## config.mk

```make
export PLATFORM = sky130hd
export DESIGN_NAME = vga_raster_gen
export DESIGN_NICKNAME = d
export VERILOG_FILES = /design/src/rtl/vga_raster_pkg.sv /design/src/rtl/vga_axis_ctr.sv /design/src/rtl/vga_coord_map.sv /design/src/rtl/vga_raster_gen.sv
export SDC_FILE = /design/constraint.sdc
export NUM_CORES = 1
export LEC_CHECK = 0
export ABC_CLOCK_PERIOD_IN_PS = 1670
export BUFFER_PORTS_ARGS = -buffer_cell sky130_fd_sc_hd__buf_2
export CORE_MARGIN = 1.5
export CORE_UTILIZATION = 53
export CTS_BUF_LIST = sky130_fd_sc_hd__clkbuf_2
export CTS_CLUSTER_SIZE = 30
export DETAILED_ROUTE_END_ITERATION = 8
export GPL_ROUTABILITY_DRIVEN = 0
export PLACE_DENSITY = 0.78
export SETUP_SLACK_MARGIN = 0.15
export SLEW_MARGIN = 20
export SYNTH_ARGS = -nofsm -noshare
export SYNTH_HDL_FRONTEND = slang
export SYNTH_SLANG_ARGS = --single-unit
```

## constraint.sdc

```tcl
create_clock -name clk -period 1.67 [get_ports clk]
set_clock_uncertainty 0.15 [all_clocks]
set_input_delay 0.167 -clock clk [delete_from_list [all_inputs] [get_ports clk]]
set_output_delay 0.167 -clock clk [all_outputs]
set_load 0.02 [all_outputs]
```

## src/rtl/vga_raster_pkg.sv

```systemverilog
package vga_raster_pkg;

    // Decoded phase of one timing axis for the current count
    typedef struct packed {
        logic visible;
        logic sync;
        logic last;
    } axis_phase_t;

endpackage

```

## src/rtl/vga_axis_ctr.sv

```systemverilog
module vga_axis_ctr
    import vga_raster_pkg::*;
#(
    parameter int ACTIVE = 640,
    parameter int FP     = 16,
    parameter int SYNC   = 96,
    parameter int BP     = 48,
    localparam int TOTAL = ACTIVE + FP + SYNC + BP,
    localparam int CW    = $clog2(TOTAL)
) (
    input  logic          clk,
    input  logic          rst_n,
    input  logic          step_i,
    output logic [CW-1:0] cnt_o,
    output axis_phase_t   phase_o
);

    localparam logic [CW-1:0] VIS_END  = CW'(ACTIVE);
    localparam logic [CW-1:0] SYNC_LO  = CW'(ACTIVE + FP);
    localparam logic [CW-1:0] SYNC_HI  = CW'(ACTIVE + FP + SYNC);
    localparam logic [CW-1:0] LAST_POS = CW'(TOTAL - 1);

    logic [CW-1:0] cnt_d, cnt_q;

    always_comb begin
        phase_o.visible = (cnt_q < VIS_END);
        phase_o.sync    = (cnt_q >= SYNC_LO) && (cnt_q < SYNC_HI);
        phase_o.last    = (cnt_q == LAST_POS);
        cnt_d = cnt_q;
        if (step_i) begin
            cnt_d = phase_o.last ? '0 : cnt_q + 1'b1;
        end
    end

    always_ff @(posedge clk or negedge rst_n) begin
        if (!rst_n) cnt_q <= '0;
        else        cnt_q <= cnt_d;
    end

    assign cnt_o = cnt_q;


    in_range_chk: assert property (@(posedge clk) disable iff (!rst_n)
        cnt_q <= LAST_POS);


    wrap_to_zero_chk: assert property (@(posedge clk) disable iff (!rst_n)
        (step_i && cnt_q == LAST_POS) |=> (cnt_q == '0));


    hold_when_idle_chk: assert property (@(posedge clk) disable iff (!rst_n)
        !step_i |=> $stable(cnt_q));

endmodule

```

## src/rtl/vga_coord_map.sv

```systemverilog
module vga_coord_map #(
    parameter int IN_W  = 10,
    parameter int OUT_W = 10
) (
    input  logic [IN_W-1:0]  cnt_i,
    input  logic             dbl_i,
    input  logic             vis_i,
    output logic [OUT_W-1:0] coord_o
);

    logic [IN_W-1:0]  pick;
    logic [OUT_W-1:0] sized;

    always_comb begin
        pick = dbl_i ? (cnt_i >> 1) : cnt_i;
    end

    generate
        if (OUT_W < IN_W) begin : g_trunc
            assign sized = pick[OUT_W-1:0];
        end else if (OUT_W == IN_W) begin : g_same
            assign sized = pick;
        end else begin : g_ext
            assign sized = {{(OUT_W-IN_W){1'b0}}, pick};
        end
    endgenerate

    assign coord_o = vis_i ? sized : '0;

endmodule

```

## src/rtl/vga_raster_gen.sv

```systemverilog
module vga_raster_gen
    import vga_raster_pkg::*;
#(
    parameter int H_ACTIVE = 640,
    parameter int H_FP     = 16,
    parameter int H_SYNC   = 96,
    parameter int H_BP     = 48,
    parameter int V_ACTIVE = 480,
    parameter int V_FP     = 10,
    parameter int V_SYNC   = 2,
    parameter int V_BP     = 33,
    localparam int CXW     = $clog2(H_ACTIVE),
    localparam int RYW     = $clog2(V_ACTIVE)
) (
    input  logic           clk,
    input  logic           rst_n,
    input  logic           dbl_i,
    input  logic           hs_pol_i,
    input  logic           vs_pol_i,
    output logic           hsync_o,
    output logic           vsync_o,
    output logic           active_o,
    output logic           blank_o,
    output logic [CXW-1:0] col_o,
    output logic [RYW-1:0] row_o
);

    localparam int H_TOTAL = H_ACTIVE + H_FP + H_SYNC + H_BP;
    localparam int V_TOTAL = V_ACTIVE + V_FP + V_SYNC + V_BP;
    localparam int HW      = $clog2(H_TOTAL);
    localparam int VW      = $clog2(V_TOTAL);

    typedef struct packed {
        logic           hs_on;
        logic           vs_on;
        logic           dbl;
        logic           hsync;
        logic           vsync;
        logic           active;
        logic           blank;
        logic [CXW-1:0] col;
        logic [RYW-1:0] row;
    } out_t;

    localparam out_t OUT_RST = '{hs_on: 1'b0, vs_on: 1'b0, dbl: 1'b0,
                                 hsync: 1'b1, vsync: 1'b1, active: 1'b0,
                                 blank: 1'b1, col: '0, row: '0};

    logic [HW-1:0]  h_cnt;
    logic [VW-1:0]  v_cnt;
    axis_phase_t    h_ph, v_ph;
    logic           vis;
    logic [CXW-1:0] col_map;
    logic [RYW-1:0] row_map;
    out_t           out_d, out_q;

    vga_axis_ctr #(.ACTIVE(H_ACTIVE), .FP(H_FP), .SYNC(H_SYNC), .BP(H_BP)) u_hctr (
        .clk     (clk),
        .rst_n   (rst_n),
        .step_i  (1'b1),
        .cnt_o   (h_cnt),
        .phase_o (h_ph)
    );

    vga_axis_ctr #(.ACTIVE(V_ACTIVE), .FP(V_FP), .SYNC(V_SYNC), .BP(V_BP)) u_vctr (
        .clk     (clk),
        .rst_n   (rst_n),
        .step_i  (h_ph.last),
        .cnt_o   (v_cnt),
        .phase_o (v_ph)
    );

    assign vis = h_ph.visible & v_ph.visible;

    vga_coord_map #(.IN_W(HW), .OUT_W(CXW)) u_colmap (
        .cnt_i   (h_cnt),
        .dbl_i   (dbl_i),
        .vis_i   (vis),
        .coord_o (col_map)
    );

    vga_coord_map #(.IN_W(VW), .OUT_W(RYW)) u_rowmap (
        .cnt_i   (v_cnt),
        .dbl_i   (dbl_i),
        .vis_i   (vis),
        .coord_o (row_map)
    );

    always_comb begin
        out_d        = out_q;
        out_d.hs_on  = h_ph.sync;
        out_d.vs_on  = v_ph.sync;
        out_d.dbl    = dbl_i;
        out_d.hsync  = h_ph.sync ? hs_pol_i : ~hs_pol_i;
        out_d.vsync  = v_ph.sync ? vs_pol_i : ~vs_pol_i;
        out_d.active = vis;
        out_d.blank  = ~vis;
        out_d.col    = col_map;
        out_d.row    = row_map;
    end

    always_ff @(posedge clk or negedge rst_n) begin
        if (!rst_n) out_q <= OUT_RST;
        else        out_q <= out_d;
    end

    assign hsync_o  = out_q.hsync;
    assign vsync_o  = out_q.vsync;
    assign active_o = out_q.active;
    assign blank_o  = out_q.blank;
    assign col_o    = out_q.col;
    assign row_o    = out_q.row;


    no_hsync_in_view_chk: assert property (@(posedge clk) disable iff (!rst_n)
        out_q.active |-> !out_q.hs_on);


    no_vsync_in_view_chk: assert property (@(posedge clk) disable iff (!rst_n)
        out_q.active |-> !out_q.vs_on);


    blank_split_chk: assert property (@(posedge clk) disable iff (!rst_n)
        out_q.blank != out_q.active);


    half_col_bound_chk: assert property (@(posedge clk) disable iff (!rst_n)
        (out_q.active && out_q.dbl) |-> (int'(out_q.col) < (H_ACTIVE + 1) / 2));


    col_follows_count_chk: assert property (@(posedge clk) disable iff (!rst_n)
        (h_ph.visible && v_ph.visible && !dbl_i) |=> (int'(out_q.col) == int'($past(h_cnt))));

endmodule

```

==> qor.tcl, run 1 <==
set qor(outcome) {complete, but fails checks}
set qor(failing_checks) {setup timing}
set qor(timing.critical_path.to_type) {flop}
set qor(post-place-ws_ns) -0.04080
set qor(initial_utilization) 0.5692
set qor(synth_seq_area_share) 0.5511
set qor(timing.final.hold_violations) 0
set qor(fraction_of_the_mapped_netlist_area_in_compound_gates) 0.05109
set qor(synth.lib_cells_used.distinct) 37
set qor(remaining_drc_errors) 0
set qor(postSynthCellCount) 172
set qor(clk_pin_slew_worst_paths_ns) 0.22
set qor(post_drt_wl_per_cell_um) 15.52
set qor(critical_path_depth) 7
set qor(max_rail_drop_vdd_mv) 0.7101
set qor(synth.cells.most_frequent) {40 x dfrtp_1, 30 x nor2_1, 18 x mux2i_1}
set qor(wirelength_mm) 4.515
set qor(ys_async_sr_fraction) 1.000
set qor(placement.cell_area_mm2) 0.002310
set qor(synth_edf_count) 0
set qor(yosys-top-cells-area) {dfrtp_1 51%, mux2i_1 9.2%, nor2_1 5.7%, dfstp_2 4.0%, xor2_1 3.1%}
set qor(post-route-worst-setup-slack_ns) -0.03427
set qor(drt_iter0_markers) 94
set qor(rr_worst_depth) 7
set qor(crit_buf_inv) 2
set qor(multiplexer_area_fraction_after_synthesis) 0.1034
set qor(synthDominantCellAreaShare) 0.5109
set qor(static-leakage-power_nw) 1.422
set qor(grt_pass1_wl_mm) 6.934
set qor(pin_count_of_the_biggest_net_entering_global_routing) 44
set qor(cp_data_arrival_time_ns) 1.88
set qor(synth_top_family_by_area) {simple AND/OR/NAND/NOR gates}
set qor(final_layout_size_suffix_gt1_frac) 0.4612
set qor(synthMostInstantiatedCell) {dfrtp_1}
set qor(antenna_cells_inserted) 0
set qor(time_the_worst_path_needs_with_i_o_delays_and_setup_ns) 1.704
set qor(timing_max_transition_violations_final) 0
set qor(viasPerCell) 5.553
set qor(data_required_time_of_the_worst_path_ns) 1.85
set qor(timing.hold.worst.class) {in2async}
set qor(cp_max_fo) 4
set qor(ys.warnings.count) 0
set qor(crit_path_start_kind) {flop}
set qor(synth_xor_area_frac) 0.05364
set qor(height_of_the_die_um) 63.80
set qor(cts_made_buffers) 5
set qor(core-area_mm2) 0.003442
set qor(top_level_ports) 28
set qor(total_of_max_cap_violations) 0
set qor(mappedNetlistArea_mm2) 0.001959
set qor(synth_area_in_adders) 0.02554
set qor(postSynthRegisterBits) 43
set qor(die-area_mm2) 0.004070
set qor(dr_total_vias) 1616
set qor(layout_worst_path_cycle_share) 1.021
set qor(num_rows) 21
set qor(combined_global_route_utilization_of_all_metal_layers) 0.2226
set qor(maxClockFrequency_ghz) 0.5868
set qor(die_x_um) 63.80
set qor(synthSimpleGateAreaFrac) 0.1807
set qor(drtAntennaViolNets) 0
set qor(total_power_consumption_mw) 1.709
set qor(firstDrtPassIters) 4
set qor(final_core_util) 0.7764
set qor(via_count_of_the_first_global_routing_pass) 1559
set qor(path_cells) {inv_2 > ha_4 > nor4b_4 > and4_4 > buf_6 > o21a_1 > a21oi_2}
set qor(dp.final_hpwl_mm) 2.530
set qor(relSlewSlack) 0.6423
set qor(final.hold.worst_slack_ns) 0.07079
set qor(timing.critical_path.max_delay_family) {simple AND/OR/NAND/NOR gates}
set qor(grt_antenna_before_repair) 0
set qor(worstSetupPathType) {reg2reg}
set qor(critical_path.reg2reg.startpoint) {u_vctr.cnt_o[0]}
set qor(globalRoute.totalOverflow) 0
set qor(setup_repair_after_global_routing_missed_its_margin) {yes}
set qor(postLayoutCellArea_mm2) 0.002673
set qor(finish.net_count) 253
set qor(worst-slew-pin-transition_ns) 0.5365
set qor(clock_path_buffers) 2
set qor(pwrdens_mw_per_mm2) 639.5
set qor(synthesis.nets) 181
set qor(synthDominantAreaCellType) {dfrtp_1}
set qor(h_tree_depth) 2
set qor(areaGrowthSynthToFinish_pct) 36.40
set qor(io_buffer_count) 27
set qor(clock-root-buffer) {clkbuf_2}
set qor(clock_insertion_delay_at_the_later_pin_of_the_skew_report_ns) 0.41
set qor(critical-path-slowest-cell) {dfrtp_1}
set qor(post_synth_top_flop) {dfrtp_1}
set qor(startpoint_of_the_most_critical_setup_path) {u_vctr.cnt_o[0]}
set qor(synth.avg_cell_area_um2) 11.39
set qor(setup-violations-final) 4
set qor(tritoncts_num_sinks) 43
set qor(cpPeakStageDelay_ns) 0.45
set qor(cts_tree) {yes}
[worst paths after layout]
check / to / slack [ns]
hold / removal: u_hctr.cnt_o[1] / 0.07
hold reg to reg: u_hctr.cnt_o[8] / 0.47
setup / recovery: u_vctr.cnt_o[2] / -0.03
max in group asynchronous: vsync_o / 1.04
setup reg to reg: u_vctr.cnt_o[2] / -0.03
min in group clk: col_o[3] / 0.17
[report_power, final]
group	internal (mW)	total, mW	switching, mW
combinational	0.0276	0.0713	0.0437
sequential	1.05	1.05	0.000990
clock	0.246	0.587	0.341
total	1.32	1.71	0.386
[cells by family after synthesis]
kind of cell	Yosys count
buffers and inverters	14
AND/OR/NAND/NOR	65
flip-flops	43
adder cells (fa/ha/maj)	4
multiplexers	20
AO/OA/AOI/OAI	14
XOR/XNOR	12
[state kept, by name, indices dropped and copies added (netlist names)]
name	count
active_o	1
u_hctr.cnt_o	10
hsync_o	1
blank_o	1
u_vctr.cnt_o	10
vsync_o	1
row_o	9
col_o	10
[layout by cell type, fill, tap and decap left out, drive strengths merged, types with 5 or more instances in the layout]
cell type,instances
nor2,31
xor2,7
mux2i,18
nand3,8
buf,69
clkbuf,5
nand4,5
xnor2,5
dfrtp,40
inv,6
and3,7
[worst reg2reg max path: cells and delay by family (launching register included)]
kind,cells,cell delay [ns]
flip-flops,1,0.45
AND/OR/NAND/NOR,2,0.48
adder cells (fa/ha/maj),1,0.13
AO/OA/AOI/OAI,2,0.20
buffers and inverters,2,0.20
[layout make-up]
class                      instances  area (um2)
clock buffer                       5       25.02
clock inverter                     3       38.79
fill                             211       769.5
sequential                        43        1085
tap                               46       57.56
multi-input combinational        116       928.4
inverter                           6       22.52
timing repair buffer              72       515.5
[layer usage]
metal | global-route usage | wire (um) | part of all wire | up-vias
li1 | - | - | - | 732
met1 | 0.2618 | 1958 | 0.43 | 801
met2 | 0.3685 | 2200 | 0.49 | 66
met3 | 0.07218 | 242 | 0.054 | 17
met4 | 0.1033 | 112 | 0.025 | 0
met5 | 0 | 0 | 0 | -
[through the flow]
step | setup TNS, ns | cells
after detailed placement | -0.1344 | 262
final | -0.1072 | 291
after global placement | 0 | 262
after global routing | -0.3603 | 291
after floorplan | -0.09358 | 172
after CTS | 0 | 283
[repair_timing]
action	CTS	global route
resized for setup	16	22
endpoints found under the setup margin	18	32
hold buffers	3	0
setup buffers	10	7
hold endpoints to repair	45	0
pin swaps	7	14
cloned	0	1
Note: power is estimated with default switching activity, not from simulation.
==> run 2, diff against run 1 <==
--- a/config.mk
+++ b/config.mk
@@ -5,15 +5,15 @@
 export SDC_FILE = /design/constraint.sdc
 export NUM_CORES = 1
 export LEC_CHECK = 0
-export ABC_CLOCK_PERIOD_IN_PS = 1670
-export BUFFER_PORTS_ARGS = -buffer_cell sky130_fd_sc_hd__buf_2
+export ABC_CLOCK_PERIOD_IN_PS = 2100
+export BUFFER_PORTS_ARGS = -buffer_cell sky130_fd_sc_hd__clkbuf_2
 export CORE_MARGIN = 1.5
-export CORE_UTILIZATION = 53
+export CORE_UTILIZATION = 60
 export CTS_BUF_LIST = sky130_fd_sc_hd__clkbuf_2
 export CTS_CLUSTER_SIZE = 30
 export DETAILED_ROUTE_END_ITERATION = 8
 export GPL_ROUTABILITY_DRIVEN = 0
-export PLACE_DENSITY = 0.78
+export PLACE_DENSITY = 0.83
 export SETUP_SLACK_MARGIN = 0.15
 export SLEW_MARGIN = 20
 export SYNTH_ARGS = -nofsm -noshare
==> constraint.sdc (replaced) <==
create_clock -name clk -period 2.1 [get_ports clk]
set_clock_uncertainty 0.15 [all_clocks]
set_input_delay 0.21 -clock clk [delete_from_list [all_inputs] [get_ports clk]]
set_output_delay 0.21 -clock clk [all_outputs]
set_load 0.02 [all_outputs]
==> qor.tcl, run 2 (synthesis results as in run 1) <==
set qor(outcome) {completed}
set qor(top_level_ports) 28 ;# unchanged
set qor(grt_pass1_wl_mm) 5.506 ;# -21%
set qor(drtAntennaViolNets) 0 ;# unchanged
set qor(grt.met1_usage) 0.2391 ;# -0.02269
set qor(dp.final_hpwl_mm) 2.310 ;# -8.7%
set qor(placed_cells_incl_taps) 236 ;# -9.9%
set qor(via_count_of_the_first_global_routing_pass) 1279 ;# -18%
set qor(fillers) 239 ;# +13%
set qor(height_of_the_die_um) 60.15 ;# -5.7%
set qor(timing.hold.worst.class) {in2async}
set qor(pin_count_of_the_biggest_net_entering_global_routing) 44 ;# unchanged
set qor(core-area_mm2) 0.003078 ;# -11%
set qor(total_of_max_cap_violations) 0 ;# unchanged
set qor(combined_global_route_utilization_of_all_metal_layers) 0.2087 ;# -0.01390
set qor(data_required_time_of_the_worst_path_ns) 2.31 ;# +0.46 ns
set qor(remaining_drc_errors) 0 ;# unchanged
set qor(die_x_um) 60.15 ;# -5.7%
set qor(timing_max_transition_violations_final) 0 ;# unchanged
set qor(grt_antenna_before_repair) 0 ;# unchanged
set qor(worst-slew-pin-transition_ns) 0.6384 ;# +0.1019 ns
set qor(max_rail_drop_vdd_mv) 0.4264 ;# -40%
set qor(mostFrequentLayoutCell) {dfrtp_1}
set qor(timing.final.hold_violations) 0 ;# unchanged
set qor(met2_usage) 0.3618 ;# -0.006688
set qor(wirelength_mm) 3.431 ;# -24%
set qor(postLayoutCellArea_mm2) 0.002205 ;# -18%
set qor(ff2ff_setup_slack_ns) 0.24 ;# +0.27 ns
set qor(cp_max_fo) 7 ;# +3
set qor(crit_path_start_kind) {flop}
set qor(maxClockFrequency_ghz) 0.5376 ;# -8.4%
set qor(viasPerCell) 5.412 ;# -2.5%
set qor(tritoncts_num_sinks) 43 ;# unchanged
set qor(timing.critical_path.to_type) {flop}
set qor(cp_data_arrival_time_ns) 2.07 ;# +0.19 ns
set qor(placement.cell_area_mm2) 0.002112 ;# -8.6%
set qor(h_tree_depth) 2 ;# unchanged
set qor(setup_repair_after_global_routing_missed_its_margin) {no}
set qor(post_drt_wl_per_cell_um) 13.72 ;# -12%
set qor(areaGrowthSynthToFinish_pct) 12.52
set qor(rr_worst_depth) 5 ;# -2
set qor(cts_made_buffers) 5 ;# unchanged
set qor(clock_path_buffers) 2 ;# unchanged
set qor(static-leakage-power_nw) 1.156 ;# -19%
set qor(io_buffer_count) 27 ;# unchanged
set qor(antenna_cells_inserted) 0 ;# unchanged
set qor(setup-violations-final) 0 ;# -4
set qor(globalRoute.totalOverflow) 0 ;# unchanged
set qor(pwrdens_mw_per_mm2) 550.9 ;# -14%
set qor(cts_tree) {yes}
set qor(regToRegEndpoint) {u_vctr.cnt_o[9]}
set qor(layer_carrying_the_most_global_route_usage) {met2}
set qor(crit_end) {u_vctr.cnt_o[9]}
set qor(post_layout_nonfiller_instances) 250 ;# -14%
set qor(dr_total_vias) 1353 ;# -16%
set qor(final.hold.worst_slack_ns) 0.2135 ;# +0.1427 ns
set qor(num_rows) 20 ;# -4.8%
set qor(grt_use_met3) 0.05844 ;# -0.01374
set qor(critical_path.reg2reg.startpoint) {u_hctr.cnt_o[1]}
set qor(drt_iter0_markers) 77 ;# -18%
set qor(seqCellArea_mm2) 0.001081 ;# -0.35%
set qor(relSlewSlack) 0.5733 ;# -0.06898
set qor(final_core_util) 0.7163 ;# -0.06019
set qor(finish.net_count) 214 ;# -15%
set qor(die-area_mm2) 0.003617 ;# -11%
set qor(initial_utilization) 0.6366 ;# +0.06734
set qor(most-common-layout-cells) {39 x dfrtp_1, 33 x clkbuf_2, 30 x nor2_1}
set qor(clock_insertion_delay_at_the_later_pin_of_the_skew_report_ns) 0.41 ;# about the same
set qor(worstSetupPathType) {reg2reg}
set qor(firstDrtPassIters) 4 ;# unchanged
set qor(clock-root-buffer) {clkbuf_2}
set qor(multi_input_area_um2) 813.3 ;# -12%
set qor(time_the_worst_path_needs_with_i_o_delays_and_setup_ns) 1.860 ;# +0.1557 ns
set qor(setup-tns-final_ns) 0 ;# +0.1072 ns
set qor(layout_worst_path_cycle_share) 0.8857 ;# -0.1348
set qor(clk_pin_slew_worst_paths_ns) 0.21 ;# about the same
set qor(final_layout_size_suffix_gt1_frac) 0.2476 ;# -0.2137
set qor(startpoint_of_the_most_critical_setup_path) {u_hctr.cnt_o[1]}
-- run 2: cell types whose count changed in the layout (fill, tap and decap cells not counted), moves of 3 or more --
cell / previous run / this run
and3_4: 5 / 1
buf_2: 27 / 0
dfrtp_2: 4 / 1
buf_6: 4 / 0
buf_4: 36 / 4
nor2_1: 23 / 30
clkbuf_2: 5 / 33
nor2_2: 5 / 0
dfrtp_1: 36 / 39
-- run 2: worst min path at each step --
stage	start	to	slack (ns)	cells past startpoint
CTS	rst_n	u_hctr.cnt_o[6]	0.22	3
finish	rst_n	u_hctr.cnt_o[6]	0.21	3
global route	rst_n	u_vctr.cnt_o[4]	0.27	3
floorplan	rst_n	active_o	-0.24	0
global placement	rst_n	col_o[6]	0.14	2
detailed placement	rst_n	col_o[9]	0.15	2
-- run 2: power breakdown --
part / internal, mW / switching (mW)
combinational: 0.0193 / 0.0337
sequential: 0.835 / 0.000812
clock: 0.0801 / 0.246
-- run 2: layout make-up --
class                           instances  share of cell area
Sequential cell                        43              0.4904
Multi-Input combinational cell        115              0.3689
Timing Repair Buffer                   34             0.08854
Tap cell                               44             0.02497
Clock buffer                            6             0.01362
Inverter                                6             0.01022
Clock inverter                          2            0.003405
-- run 2: through the flow --
stage | total power [mW] | setup slack (ns)
6_report | 1.214 | 0.2400
5_1_grt | 1.253 | 0.1499
4_1_cts | 1.226 | 0.2068
3_5_place_dp | 0.8995 | 0.2290
3_3_place_gp | 0.8985 | 0.2916
2_1_floorplan | 0.8744 | 0.3470
-- run 2: repair_timing --
item,CTS,global route
hold buffers,3,0
resized for setup,0,2
hold endpoints to repair,42,0
endpoints found under the setup margin,0,4
setup buffers,0,3
-- run 2: per-layer routing --
layer / wire length (um) / vias up
met4: 55 / 0
met1: 1439 / 646
met2: 1725 / 47
li1: - / 654
met3: 211 / 6
met5: 0 / -
-- run 2: worst max-delay path: stages (launching register included) --
cell,delay (ns)
dfrtp_1,0.47
ha_1,0.23
and3_4,0.23
nand3_4,0.10
or4_4,0.49
a22oi_2,0.15
